**config.mk**
```make
export PLATFORM = sky130hd
export DESIGN_NAME = pc_addr_router
export DESIGN_NICKNAME = d
export VERILOG_FILES = /design/src/rtl/par_pkg.sv /design/src/rtl/par_smram_ctrl.sv /design/src/rtl/par_region_decode.sv /design/src/rtl/par_route_sel.sv /design/src/rtl/pc_addr_router.sv
export SDC_FILE = /design/constraint.sdc
export NUM_CORES = 1
export LEC_CHECK = 0
export ABC_AREA = 1
export BUFFER_PORTS_ARGS = -buffer_cell sky130_fd_sc_hd__buf_2
export CORE_ASPECT_RATIO = 1.25
export CORE_MARGIN = 2
export CORE_UTILIZATION = 52
export DETAILED_ROUTE_END_ITERATION = 8
export PLACE_DENSITY = 0.82
export RECOVER_POWER = 100
export SETUP_SLACK_MARGIN = 0.15
export SLEW_MARGIN = 20
export SYNTH_ARGS = -nofsm -noshare
export SYNTH_HDL_FRONTEND = slang
export SYNTH_HIERARCHICAL = 1
export SYNTH_SLANG_ARGS = --single-unit
```
**constraint.sdc**
```tcl
create_clock -name clk_i -period 1.3 [get_ports clk_i]
set_input_delay 0.065 -clock clk_i [delete_from_list [all_inputs] [get_ports clk_i]]
set_output_delay 0.065 -clock clk_i [all_outputs]
set_load 0.02 [all_outputs]
```
**src/rtl/par_pkg.sv**
```systemverilog
package par_pkg;
  localparam int unsigned ADDR_W   = 32;
  localparam int unsigned VIDEO_SZ = 32'h0002_0000;

  typedef enum logic [1:0] {
    TGT_RAM   = 2'd0,
    TGT_ROM   = 2'd1,
    TGT_VIDEO = 2'd2,
    TGT_NONE  = 2'd3
  } tgt_e;

  typedef struct packed {
    logic win;        // 0xA0000-0xBFFFF
    logic shadow;     // 0xC0000-0xFFFFF
    logic below_ram;
    logic alias_top;
    logic apic;
  } region_t;

  typedef struct packed {
    tgt_e              tgt;
    logic [ADDR_W-1:0] index;
    logic [7:0]        rdata;
    logic              range_err;
    logic              type_err;
    logic              apic_hit;
  } route_t;
endpackage

```
**src/rtl/par_smram_ctrl.sv**
```systemverilog
module par_smram_ctrl (
  input  logic clk_i,
  input  logic rst_ni,
  input  logic set_i,
  input  logic open_i,
  input  logic lock_i,
  input  logic clr_i,
  output logic avail_o,
  output logic open_o,
  output logic lock_o,
  output logic data_ok_o
);
  logic avail_q, open_q, lock_q;

  always_ff @(posedge clk_i or negedge rst_ni) begin
    if (!rst_ni) begin
      avail_q <= 1'b0;
      open_q  <= 1'b0;
      lock_q  <= 1'b0;
    end else if (clr_i) begin
      avail_q <= 1'b0;
      open_q  <= 1'b0;
      lock_q  <= 1'b0;
    end else if (set_i) begin
      avail_q <= 1'b1;
      open_q  <= open_i;
      lock_q  <= lock_i;
    end
  end

  assign avail_o   = avail_q;
  assign open_o    = open_q;
  assign lock_o    = lock_q;
  assign data_ok_o = avail_q && (open_q || !lock_q);
endmodule

```
**src/rtl/par_region_decode.sv**
```systemverilog
module par_region_decode
  import par_pkg::*;
#(
  parameter int unsigned BIOS_BYTES = 32'h0002_0000,
  parameter int unsigned EXP_BYTES  = 32'h0002_0000,
  parameter int unsigned MB_W       = 12
) (
  input  logic [ADDR_W-1:0] addr_i,
  input  logic [MB_W-1:0]   ram_mb_i,
  input  logic [19:0]       apic_page_i,
  output region_t           region_o,
  output logic [ADDR_W-1:0] rom_index_o,
  output logic [3:0]        seg_o
);
  localparam logic [ADDR_W-1:0] BIOS_MASK  = ADDR_W'(BIOS_BYTES - 1);
  localparam logic [ADDR_W-1:0] EXP_MASK   = ADDR_W'(EXP_BYTES - 1);
  localparam logic [ADDR_W-1:0] ALIAS_BASE = ~BIOS_MASK;
  localparam int unsigned       TOP_W      = MB_W + 21;

  logic [TOP_W-1:0] ram_top;
  assign ram_top = TOP_W'(ram_mb_i) << 20;

  always_comb begin
    region_o.win       = (addr_i[31:17] == 15'h0005);
    region_o.shadow    = (addr_i[31:18] == 14'h0003);
    region_o.below_ram = (TOP_W'(addr_i) < ram_top);
    region_o.alias_top = (addr_i >= ALIAS_BASE);
    region_o.apic      = (addr_i[31:12] == apic_page_i);
  end

  // bit 17 separates the BIOS half from the expansion half of the ROM area
  assign rom_index_o = addr_i[17] ? (addr_i & BIOS_MASK)
                                  : ((addr_i & EXP_MASK) + ADDR_W'(BIOS_BYTES));
  assign seg_o = addr_i[17:14];
endmodule

```
**src/rtl/par_route_sel.sv**
```systemverilog
module par_route_sel
  import par_pkg::*;
#(
  parameter int unsigned BIOS_BYTES = 32'h0002_0000,
  parameter int unsigned MT_W       = 2
) (
  input  logic [ADDR_W-1:0] addr_i,
  input  logic              write_i,
  input  logic              code_i,
  input  logic              smm_i,
  input  logic              avail_i,
  input  logic              open_i,
  input  logic              pci_en_i,
  input  logic [MT_W-1:0]   mem_type_i,
  input  region_t           region_i,
  input  logic [ADDR_W-1:0] rom_index_i,
  output route_t            route_o
);
  localparam logic [ADDR_W-1:0] BIOS_MASK  = ADDR_W'(BIOS_BYTES - 1);
  localparam logic [ADDR_W-1:0] VIDEO_MASK = ADDR_W'(VIDEO_SZ - 1);
  localparam logic [MT_W-1:0]   MT_ROM     = MT_W'(0);
  localparam logic [MT_W-1:0]   MT_RAM     = MT_W'(1);

  logic fetch, win_ram;
  assign fetch   = code_i && !write_i;
  assign win_ram = fetch ? (avail_i && (open_i || smm_i)) : open_i;

  always_comb begin
    route_o     = '0;
    route_o.tgt = TGT_NONE;
    if (region_i.apic) begin
      route_o.apic_hit = 1'b1;
    end else if (region_i.win) begin
      route_o.tgt   = win_ram ? TGT_RAM : TGT_VIDEO;
      route_o.index = win_ram ? addr_i : (addr_i & VIDEO_MASK);
    end else if (pci_en_i && region_i.shadow) begin
      if (mem_type_i == MT_RAM) begin
        route_o.tgt   = TGT_RAM;
        route_o.index = addr_i;
      end else if (mem_type_i == MT_ROM) begin
        if (!write_i) begin
          route_o.tgt   = TGT_ROM;
          route_o.index = rom_index_i;
        end
      end else begin
        route_o.type_err = 1'b1;
      end
    end else if (region_i.below_ram) begin
      if (!region_i.shadow) begin
        route_o.tgt   = TGT_RAM;
        route_o.index = addr_i;
      end else if (!write_i) begin
        route_o.tgt   = TGT_ROM;
        route_o.index = rom_index_i;
      end
    end else if (region_i.alias_top) begin
      if (!write_i) begin
        route_o.tgt   = TGT_ROM;
        route_o.index = addr_i & BIOS_MASK;
      end
    end else if (!write_i) begin
      route_o.rdata     = 8'hFF;
      route_o.range_err = 1'b1;
    end
  end
endmodule

```
**src/rtl/pc_addr_router.sv**
```systemverilog
module pc_addr_router
  import par_pkg::*;
#(
  parameter int unsigned BIOS_BYTES = 32'h0002_0000,
  parameter int unsigned EXP_BYTES  = 32'h0002_0000,
  parameter int unsigned MB_W       = 12,
  parameter int unsigned MT_W       = 2
) (
  input  logic              clk_i,
  input  logic              rst_ni,
  input  logic              req_valid_i,
  input  logic [31:0]       req_addr_i,
  input  logic              req_write_i,
  input  logic              req_code_i,
  input  logic              smm_mode_i,
  input  logic              smram_set_i,
  input  logic              smram_open_i,
  input  logic              smram_lock_i,
  input  logic              smram_clr_i,
  input  logic              pci_en_i,
  input  logic [MT_W-1:0]   mem_type_i,
  input  logic [MB_W-1:0]   ram_mb_i,
  input  logic [19:0]       apic_page_i,
  output logic [3:0]        shadow_seg_o,
  output logic              smram_data_ok_o,
  output logic              rsp_valid_o,
  output logic [1:0]        rsp_target_o,
  output logic [31:0]       rsp_index_o,
  output logic [7:0]        rsp_rdata_o,
  output logic              rsp_range_err_o,
  output logic              rsp_type_err_o,
  output logic              rsp_apic_o
);
  logic              sm_avail, sm_open, sm_lock;
  region_t           region;
  logic [ADDR_W-1:0] rom_index;
  route_t            route_d, route_q;
  logic              valid_q;

  par_smram_ctrl u_smram (
    .clk_i     (clk_i),
    .rst_ni    (rst_ni),
    .set_i     (smram_set_i),
    .open_i    (smram_open_i),
    .lock_i    (smram_lock_i),
    .clr_i     (smram_clr_i),
    .avail_o   (sm_avail),
    .open_o    (sm_open),
    .lock_o    (sm_lock),
    .data_ok_o (smram_data_ok_o)
  );

  par_region_decode #(
    .BIOS_BYTES (BIOS_BYTES),
    .EXP_BYTES  (EXP_BYTES),
    .MB_W       (MB_W)
  ) u_decode (
    .addr_i      (req_addr_i),
    .ram_mb_i    (ram_mb_i),
    .apic_page_i (apic_page_i),
    .region_o    (region),
    .rom_index_o (rom_index),
    .seg_o       (shadow_seg_o)
  );

  par_route_sel #(
    .BIOS_BYTES (BIOS_BYTES),
    .MT_W       (MT_W)
  ) u_route (
    .addr_i      (req_addr_i),
    .write_i     (req_write_i),
    .code_i      (req_code_i),
    .smm_i       (smm_mode_i),
    .avail_i     (sm_avail),
    .open_i      (sm_open),
    .pci_en_i    (pci_en_i),
    .mem_type_i  (mem_type_i),
    .region_i    (region),
    .rom_index_i (rom_index),
    .route_o     (route_d)
  );

  always_ff @(posedge clk_i or negedge rst_ni) begin
    if (!rst_ni) begin
      valid_q     <= 1'b0;
      route_q     <= '0;
      route_q.tgt <= TGT_NONE;
    end else begin
      valid_q <= req_valid_i;
      if (req_valid_i) route_q <= route_d;
    end
  end

  assign rsp_valid_o     = valid_q;
  assign rsp_target_o    = route_q.tgt;
  assign rsp_index_o     = route_q.index;
  assign rsp_rdata_o     = route_q.rdata;
  assign rsp_range_err_o = route_q.range_err;
  assign rsp_type_err_o  = route_q.type_err;
  assign rsp_apic_o      = route_q.apic_hit;

  // locked bit only shapes data_ok inside the control block
  logic unused_lock;
  assign unused_lock = sm_lock;
endmodule

```
# After elaboration in Yosys (flattened, before gate mapping)
# Cells that the tools add are included.
# Widths: inputs -> output; s select.
[word_totals]
ff_bits = 49
latch_bits = 0
ram_bits = 0
rom_bits = 0
inputBits = 77
elab_cells = 56
mem_count = 0
[op_classes]
n_addsub = 1
n_mul = 0
div_mod_pow = 0
magnitude_cmp = 2
eq_ne = 4
shifts = 0
mux = 29
bitwise_logic = 0
reduce_logical = 10
[ops]
columns = ["cell", "n"]
rows = [
  ["$mux 34", 9],
  ["$mux 44", 1],
  ["$mux 9", 4],
  ["$ge 32x32->1 const B", 1],
  ["$lt 32x32->1", 1],
  ["$mux 32", 1],
  ["$eq 20x20->1", 1],
  ["$add 17x18->19 const B", 1],
  ["$mux 19", 1],
  ["$eq 15x3->1 const B", 1],
  ["$eq 14x2->1 const B", 1],
  ["$mux 1", 11],
  ["$mux 10", 1],
  ["$logic_and 1x1->1", 4],
  ["$eq 2x1->1 const B", 1],
  ["$logic_not 1->1", 2],
  ["$logic_not 2->1", 1],
  ["$logic_or 1x1->1", 2],
  ["$mux 2", 1],
  ["$reduce_bool 2->1", 1],
]

# Longest topological paths before layout
# Gate-level depths: netlist of the first run.
[logic_depth]
depth_word = 8
depth_mapped = 19

# Cells and area by module
# The synthesis of the first run kept the hierarchy.
[by_module_without_submodules]
columns = ["module", "n_inst", "cells_per_inst", "area_each_um2", "seq_area_each_um2"]
rows = [
  ["pc_addr_router", 1, 191, 1790.5, 1153.6],
  ["par_route_sel", 1, 185, 979.7, 0.0],
  ["par_region_decode", 1, 175, 977.2, 0.0],
  ["par_smram_ctrl", 1, 15, 128.9, 75.1],
]

# Worst setup path after synthesis of the first run
# OpenSTA, ideal clock, no wires.
[synth_path]
path_kind = "input -> register"
startpoint = "input ram_mb_i[7]"
endpoint = "register route_q, in the netlist rsp_rdata_o[7]"
setup_time_ns = 0.065
arrival_time_ns = 1.894
required_ns = 1.235
path_slack_ns = -0.659
path_stages = 13
path_cell_list = "inv_1 -> ha_1 -> nand2_1 -> inv_1 -> nand3_1 -> nor3_1 -> a21oi_1 -> inv_1 -> nand2_1 -> nor4_1 -> buf_4 -> nand2_1 -> nand2_1"
[synth_rtl]
columns = ["element", "line", "text"]
rows = [
  ["start: declaration", "pc_addr_router.sv:22", "input logic [MB_W-1:0] ram_mb_i,"],
  ["end signal: assignment", "pc_addr_router.sv:90", "if (req_valid_i) route_q <= route_d;"],
  ["end: declaration", "pc_addr_router.sv:37", "route_t route_d, route_q;"],
]

==> flow_summary.json, run 1 <==
{
  "diodes": 0,
  "fin_area_um2": 5330,
  "gp_congestion": 0.926,
  "nFillCells": 563,
  "hold-worst-slack_ns": 0.0123,
  "rsz0062_at_grt": "true",
  "placed_area_um2": 4810,
  "skew_ns": 0.00621,
  "cts_buffers": 5,
  "synth_area_um2": 3880,
  "wirelength_um": 10700,
  "yosysMostFrequentCell": "nand2_1",
  "area_growth_pct": 37.6,
  "synth_top_area_cell": "dfrtp_1",
  "finish.net_count": 800,
  "drt_iter0_markers": 176,
  "dpl.cell_count": 784,
  "finalHoldViolCount": 0,
  "p_per_area_nw_per_um2": 864,
  "portBuffers": 127,
  "ant_nets": 0,
  "postSynthRegisterBits": 49,
  "start_kind": "primary input",
  "synthArstFlopShare_pct": 100,
  "grt_pass1_vias": 3890,
  "grt-ovfl-total": 0,
  "start_util_pct": 53.0,
  "antenna_found_initial": 0,
  "syn_inst": 566,
  "clk_latency_ns": 0.30,
  "slew_headroom_pct": 55.2,
  "drc_errors": 0,
  "wire_per_inst_um": 13.3,
  "cellLeakagePower_nw": 2.92,
  "fin_cells": 805,
  "setup_violations": 43,
  "synth_seq_area_share_pct": 31.7,
  "critPathMaxStageDelay_ns": 0.25,
  "ys_dominant_reg_cell": "dfrtp_1",
  "dpl.hpwl_um": 7490,
  "htree_levels": 2,
  "cts.sinks": 49,
  "period_share_pct": 124,
  "tightest_slew_ns": 0.672,
  "failed_checks": "negative setup slack",
  "cp-end-kind": "flop",
  "fin_crit_ns": 1.62,
  "die_h_um": 101,
  "grt_use_met1_pct": 28.8,
  "track_usage_pct": 25.8,
  "status": "finished, violations left",
  "synth_edf_count": 0,
  "cts_tree": "yes",
  "worst_slack_ns": -0.317,
  "report.power.total_mw": 4.61,
  "core_region_area_um2": 7310,
  "drv_cap": 0,
  "use_met3_pct": 3.67,
  "synth_cell_types": 32,
  "die_area_um2": 8170,
  "vias": 4032,
  "worst_ir_drop_vdd_mv": 0.546,
  "met2_usage_pct": 47.8,
  "grt_max_degree": 50,
  "die_x_um": 81.2,
  "synth_commonest_cells": "nand2_1, inv_1, buf_4, dfrtp_1, nand3_1",
  "hold_path_class": "primary input to flop",
  "slowest_stage": "ha_4",
  "viasPerCell": 5.01,
  "root_buffer": "clkbuf_8",
  "critPathKind": "primary input to flop",
  "multi_input_area_um2": 2360,
  "synth_area_leaders": "dfrtp_1, nand2_1, buf_4",
  "grt_pass1_wl_um": 16800,
  "path_common_cell": "nand2_2",
  "fmax_mhz": 618,
  "crit_chain": "buf_2, ha_4, nand2_2, nor2_1, nand2_1, nand2_2, a21oi_4, nand2_2, nand2_2, nand2_2, nand2_4, buf_12, nand2_4, a21oi_2, nand2_1, nand2_1",
  "clockBufferDepth": 2,
  "drv_slew": 0,
  "busiest_layer": "met2",
  "crit_buf_inv": 2,
  "rows": 35,
  "drive_gt1_share_pct": 37.0,
  "worstPathRequired_ns": 1.54,
  "drtPass1Iterations": 4,
  "crit_family": "simple AND/OR/NAND/NOR gates",
  "crit_arrival_ns": 1.86,
  "synth_top_area_share_pct": 30.3,
  "yosysWarnings": 6,
  "regArea_um2": 1230,
  "path_max_fanout": 7,
  "path_clk_slew_ns": 0.09,
  "setup_tns_ns": -10.29,
  "avgSynthCellArea_um2": 6.85,
  "boundaryPins": 128
}
==> per-layer routing <==
| layer | vias up | routed length, um |
|---|---|---|
| li1 | 1966 | - |
| met3 | 36 | 556 |
| met1 | 1877 | 4050 |
| met2 | 153 | 5670 |
| met5 | - | 0 |
| met4 | 0 | 403 |
==> tightest hold or removal path: cells and delay by family <==
family / cells / cell delay, ns
buf+inv: 1 / 0.08
simple gates: 2 / 0.14
==> layout by cell type (no fill, tap or decap), drive strengths merged <==
cell type and n:
buf 134, ha 11, o21ai 1, nor2 21, dfrtp 47, nor4 3, nand2 270, clkinvlp 1
bufinv 1, conb 14, a21oi 22, o21a 1, nand4 4, clkbuf 60, o211ai 2, xnor2 11
dlygate4sd3 2, a21boi 1, nor3 3, inv 59, dfstp 2, nand3 43
==> power by group <==
group | switching (mW) | internal [mW]
clock network | 0.522 | 0.626
logic | 1.00 | 0.682
registers | 0.0935 | 1.69
total | 1.61 | 3.00
==> stage by stage <==
step                      setup WS (ns)  utilization [%]
after CTS                        -0.232             71.1
after global placement           -0.555             65.7
after detailed placement         -0.611             65.7
final                            -0.317             72.9
after global routing             -0.417             72.9
after floorplan                  -0.312                -
==> worst paths after layout <==
kind | startpoint | endpoint | slack (ns) | cells after the start
worst max-delay path | req_addr_i[30] | rsp_index_o[4] | -0.32 | 16
worst min-delay path | smram_open_i | u_smram/open_o | 0.01 | 3
worst max register to register | u_smram/avail_o | rsp_index_o[18] | 0.05 | 6
worst min register to register | rsp_target_o[0] | rsp_target_o[0] | 0.48 | 2
max in group asynchronous | rst_ni | rsp_index_o[18] | 0.42 | 3
min in group asynchronous | rst_ni | rsp_rdata_o[3] | 0.43 | 3
==> cell families (layout without fill, tap and decap cells) <==
kind of cell    Yosys count  after routing  share of synthesized area (%)
simple gates            344            344                           38.1
flops                    49             49                           31.7
buf+inv                 123            257                           19.2
xor+xnor                 11             11                           2.49
compound gates           27             27                           4.81
fa+ha+maj                11             11                           3.55
other cells               1             14                         0.0967
==> layout make-up <==
cell class / instances / area share (%)
clock inverters: 2 / 0.704
well taps: 92 / 2.16
inverters: 59 / 4.57
repair buffers: 190 / 23.7
clock buffers: 6 / 1.55
flip-flops and latches: 49 / 23.0
multi-input cells: 407 / 44.3
==> timing repair <==
action,in CTS,in global routing
hold buffers,2,0
setup buffers,3,3
pin swaps,22,25
endpoints found under the setup margin,45,46
cloned,3,2
hold endpoints to repair,50,0
resized for setup,49,42
==> registers in the layout (all words and copies together) (netlist names) <==
register         count
rsp_index_o         32
u_smram/lock_o       1
rsp_range_err_o      1
rsp_type_err_o       1
rsp_valid_o          1
rsp_rdata_o          8
rsp_target_o         2
rsp_apic_o           1
u_smram/open_o       1
u_smram/avail_o      1
Power figures use the tool's default switching activity.
==> run 2, diff against run 1 <==
--- a/config.mk
+++ b/config.mk
@@ -19,3 +19,4 @@
 export SYNTH_HDL_FRONTEND = slang
 export SYNTH_HIERARCHICAL = 1
 export SYNTH_SLANG_ARGS = --single-unit
+export TNS_END_PERCENT = 20
==> run 2 against run 1 <==
The run still ends with negative setup slack left. Clock-buffer cell count grew 1. Global-route usage fell by 0.83 points. Sequential share of layout area rose by 1.1 points. Largest cell class unchanged. Sequential cell count unchanged. Routed wire length is 3.2% lower. Clock skew down 0.0027 ns.
==> flow_summary.json, run 2 (synthesis results as in run 1) <==
{
  "status": "finished, violations left",
  "failed_checks": "negative setup slack",
  "vias": 3980,
  "tightest_slew_ns": 0.681,
  "die_x_um": 81.2,
  "worstPathRequired_ns": 1.54,
  "ant_nets": 0,
  "critPathKind": "primary input to flop",
  "finalHoldViolCount": 0,
  "gp_congestion": 0.900,
  "start_kind": "primary input",
  "nFillCells": 633,
  "fmax_mhz": 616,
  "path_clk_slew_ns": 0.08,
  "rsz0062_at_grt": "true",
  "worst_ir_drop_vdd_mv": 0.458,
  "path_max_fanout": 7,
  "grt_max_degree": 50,
  "final_common_cell": "nand2_1",
  "boundaryPins": 128,
  "slew_headroom_pct": 54.6,
  "drtPass1Iterations": 5,
  "drv_cap": 0,
  "htree_levels": 2,
  "worst_slack_ns": -0.324,
  "rows": 35,
  "crit_arrival_ns": 1.86,
  "finish.net_count": 796,
  "drv_slew": 0,
  "cellLeakagePower_nw": 2.83,
  "layout_common_cells": "nand2_1, buf_2, clkbuf_1",
  "cp-end-kind": "flop",
  "hold_path_class": "primary input to flop",
  "dpl.hpwl_um": 7630,
  "drt_iter0_markers": 224,
  "grt_pass1_wl_um": 16300,
  "cts.sinks": 49,
  "diodes": 0,
  "clockBufferDepth": 2,
  "drive_gt1_share_pct": 33.1,
  "wirelength_um": 10300,
  "antenna_found_initial": 0,
  "p_per_area_nw_per_um2": 836,
  "period_share_pct": 125,
  "grt-ovfl-total": 0,
  "die_h_um": 101,
  "largest_reg_flops": 32,
  "clk_latency_ns": 0.29,
  "start_util_pct": 53.0,
  "fin_util_pct": 69.7,
  "viasPerCell": 4.97,
  "setup_violations": 43,
  "portBuffers": 127,
  "preCtsSetupSlack_ns": -0.641,
  "fin_crit_ns": 1.62,
  "cts_tree": "yes",
  "fin_area_um2": 5100,
  "core_region_area_um2": 7310,
  "root_buffer": "clkbuf_8",
  "area_growth_pct": 31.6,
  "die_area_um2": 8170,
  "drc_errors": 0,
  "grt_pass1_vias": 3841,
  "wire_per_inst_um": 12.9,
  "skew_ns": 0.00355,
  "track_usage_pct": 24.9,
  "cts_buffers": 5,
  "placed_area_um2": 4820
}
[run 2: worst max-delay path, stage by stage]
cell     delay (ns)
buf_8          0.08
inv_8          0.03
ha_4           0.22
a21oi_1        0.14
nand2_1        0.11
nand2_2        0.08
nand2_2        0.08
a21oi_4        0.21
nand2_2        0.12
nand2_2        0.07
nand2_2        0.07
nand2_4        0.11
buf_6          0.14
nand2_1        0.08
a21oi_2        0.13
nand2_1        0.06
nand2_1        0.05
[run 2: worst paths after layout]
check                           cells after the start              end       startpoint  slack [ns]
worst min register to register                      2  rsp_target_o[1]  rsp_target_o[1]        0.47
worst min-delay path                                3   u_smram/open_o     smram_open_i       0.004
max in group asynchronous                           3  rsp_index_o[16]           rst_ni        0.39
worst max register to register                      7  rsp_index_o[18]  u_smram/avail_o        0.04
worst max-delay path                               17   rsp_index_o[0]      ram_mb_i[7]       -0.32
min in group asynchronous                           3  rsp_index_o[24]           rst_ni        0.45
[run 2: area by class of cell]
cell class | count | area, um^2 | area share (%)
multi-input cells | 407 | 2250 | 44.2
flip-flops and latches | 49 | 1230 | 24.1
repair buffers | 186 | 1170 | 23.0
inverters | 59 | 244 | 4.78
well taps | 92 | 115 | 2.26
clock buffers | 7 | 76.3 | 1.50
clock inverters | 1 | 7.51 | 0.147
[run 2: per-layer routing]
| metal | vias to the layer above | track usage [%] | wire [um] |
|---|---|---|---|
| met1 | 1862 | 28.3 | 3880 |
| met4 | 0 | 8.60 | 196 |
| li1 | 1959 | - | - |
| met2 | 144 | 47.1 | 5680 |
| met5 | - | 0 | 0 |
| met3 | 15 | 2.96 | 580 |
[run 2: power breakdown]
part | total [mW] | internal [mW] | switching, mW
sequential | 1.78 | 1.69 | 0.0938
combinational | 1.61 | 0.647 | 0.966
clock | 0.872 | 0.382 | 0.490
[run 2: timing repair]
item / in CTS / in global routing
setup endpoints to repair: 45 / 46
resized for setup: 37 / 16
cloned: 2 / 0
endpoints found under the hold margin: 48 / 0
pin swaps: 35 / 12
setup buffers: 0 / 3
hold buffers: 2 / 0
[run 2: metrics by stage]
stage                     TNS, ns  power, mW  hold WS, ns  instances
after global placement     -21.94       3.27       0.0655        786
after global routing       -12.55       4.51       0.0306        801
after floorplan             -9.02       2.80       -0.231        579
final                       -9.66       4.27      0.00436        801
after detailed placement   -24.67       3.32       0.0732        786
after CTS                   -7.17       4.30      0.00369        798
==> run 3, diff against run 2 <==
--- a/config.mk
+++ b/config.mk
@@ -14,6 +14,7 @@
 export PLACE_DENSITY = 0.82
 export RECOVER_POWER = 100
 export SETUP_SLACK_MARGIN = 0.15
+export SKIP_LAST_GASP = 1
 export SLEW_MARGIN = 20
 export SYNTH_ARGS = -nofsm -noshare
 export SYNTH_HDL_FRONTEND = slang
==> run 3 against run 2 <==
The run still ends with negative setup slack left. Worst hold slack got worse by 0.0014 ns. Maximum frequency decreased by 0.71%. First-iteration DRC count shrank 4.0%. Power about the same. Register-to-register slack got worse by 0.02 ns. Sequential share of layout area rose by 0.14 points. Core utilization down 0.41 points. Global-route usage fell by 0.11 points. Final area fell by 0.59%. Clock skew is 0.0015 ns higher. Critical path depth stayed put. Via count increased by 0.20%. Largest power group unchanged. Highest routed layer unchanged.
==> flow_summary.json, run 3 (synthesis results as in run 1) <==
{
  "ant_nets": 0,
  "largest_reg_flops": 32,
  "core_region_area_um2": 7310,
  "r2r_cells": 7,
  "viasPerCell": 4.98,
  "skew_ns": 0.00510,
  "timing.reg2reg.setup_slack_ns": 0.02,
  "preCtsSetupSlack_ns": -0.641,
  "track_usage_pct": 24.8,
  "diodes": 0,
  "slew_headroom_pct": 54.6,
  "drive_gt1_share_pct": 32.6,
  "failed_checks": "negative setup slack",
  "p_per_area_nw_per_um2": 841,
  "hold_path_class": "primary input to flop",
  "final_common_cell": "nand2_1",
  "nFillCells": 639,
  "grt_pass1_wl_um": 16300,
  "worstPathRequired_ns": 1.54,
  "fmax_mhz": 611,
  "area_growth_pct": 30.8,
  "finish.net_count": 796,
  "grt_max_degree": 50,
  "gp_congestion": 0.900,
  "cp-end-kind": "flop",
  "rsz0062_at_grt": "true",
  "antenna_found_initial": 0,
  "vias": 3988,
  "clk_latency_ns": 0.29,
  "grt-ovfl-total": 0,
  "wirelength_um": 10300,
  "portBuffers": 127,
  "drt_iter0_markers": 215,
  "start_kind": "primary input",
  "cts.sinks": 49,
  "cts_tree": "yes",
  "drv_slew": 0,
  "die_area_um2": 8170,
  "root_buffer": "clkbuf_8",
  "grt_pass1_vias": 3830,
  "wire_per_inst_um": 12.9,
  "path_clk_slew_ns": 0.09,
  "cts_buffers": 5,
  "fin_crit_ns": 1.64,
  "layout_common_cells": "nand2_1, buf_2, clkbuf_1",
  "status": "finished, violations left",
  "die_x_um": 81.2,
  "hold_depth": 3,
  "tightest_slew_ns": 0.680,
  "report.power.total_mw": 4.27,
  "crit_arrival_ns": 1.87,
  "boundaryPins": 128,
  "start_util_pct": 53.0,
  "drtPass1Iterations": 5,
  "worst_ir_drop_vdd_mv": 0.456,
  "dpl.hpwl_um": 7630,
  "rows": 35,
  "setup_violations": 43,
  "critPathKind": "primary input to flop",
  "cellLeakagePower_nw": 2.82,
  "die_h_um": 101,
  "period_share_pct": 126,
  "htree_levels": 2,
  "setup_tns_ns": -9.89,
  "finalHoldViolCount": 0,
  "path_max_fanout": 7,
  "drv_cap": 0,
  "drc_errors": 0,
  "clockBufferDepth": 2,
  "worst_slack_ns": -0.335
}
## run 3: critical path: stages
cell     delay, ns
buf_8         0.08
inv_8         0.03
ha_4          0.22
a21oi_1       0.15
nand2_1       0.11
nand2_2       0.08
nand2_2       0.07
a21oi_4       0.22
nand2_2       0.12
nand2_2       0.07
nand2_2       0.07
nand2_4       0.11
buf_6         0.14
nand2_1       0.08
a21oi_2       0.13
nand2_1       0.06
nand2_1       0.06
## run 3: path summary, 6_finish.rpt
| path | startpoint | to |
|---|---|---|
| min in group asynchronous | rst_ni | rsp_index_o[24] |
| min reg2reg | rsp_target_o[0] | rsp_target_o[0] |
| max in group asynchronous | rst_ni | rsp_index_o[18] |
| max | ram_mb_i[7] | rsp_index_o[0] |
| min | smram_open_i | u_smram/open_o |
| max reg2reg | u_smram/avail_o | rsp_index_o[18] |
## run 3: area by class of cell
| type | count | area (um^2) | area share [%] |
|---|---|---|---|
| Multi-Input combinational cell | 407 | 2230 | 43.9 |
| Clock buffer | 7 | 76.3 | 1.51 |
| Clock inverter | 1 | 7.51 | 0.148 |
| Tap cell | 92 | 115 | 2.27 |
| Inverter | 59 | 244 | 4.81 |
| Sequential cell | 49 | 1230 | 24.2 |
| Timing Repair Buffer | 186 | 1170 | 23.1 |
## run 3: repair_timing
| item | CTS | global route |
|---|---|---|
| setup endpoints to repair | 45 | 46 |
| gates resized for setup | 31 | 13 |
| buffers inserted | 0 | 3 |
| hold buffers | 2 | 0 |
| pin swaps | 28 | 9 |
| endpoints found under the hold margin | 48 | 0 |
| cloned | 2 | 0 |
## run 3: report_power, final
group	internal (mW)	switching [mW]	leakage [nW]
Sequential	1.69	0.0936	0.636
Combinational	0.642	0.963	2.15
Clock	0.382	0.497	0.0385
Total	2.71	1.55	2.82
## run 3: layer usage
layer	up-vias	GRT usage, %	share of wire [%]	routed length [um]
li1	1958	-	-	-
met1	1878	28.0	38	3900
met2	131	47.1	55	5620
met3	21	2.96	5.4	554
met4	0	8.60	2.3	237
met5	-	0	0	0
## run 3: stage by stage
stage / cells / util (%) / cell area, um^2 / hold WS, ns
final: 801 / 69.3 / 5070 / 0.00294
after CTS: 798 / 69.4 / 5080 / 0.00369
after floorplan: 579 / - / 4110 / -0.231
after detailed placement: 786 / 65.9 / 4820 / 0.0732
after global routing: 801 / 69.3 / 5070 / 0.0306
after global placement: 786 / 65.9 / 4820 / 0.0655
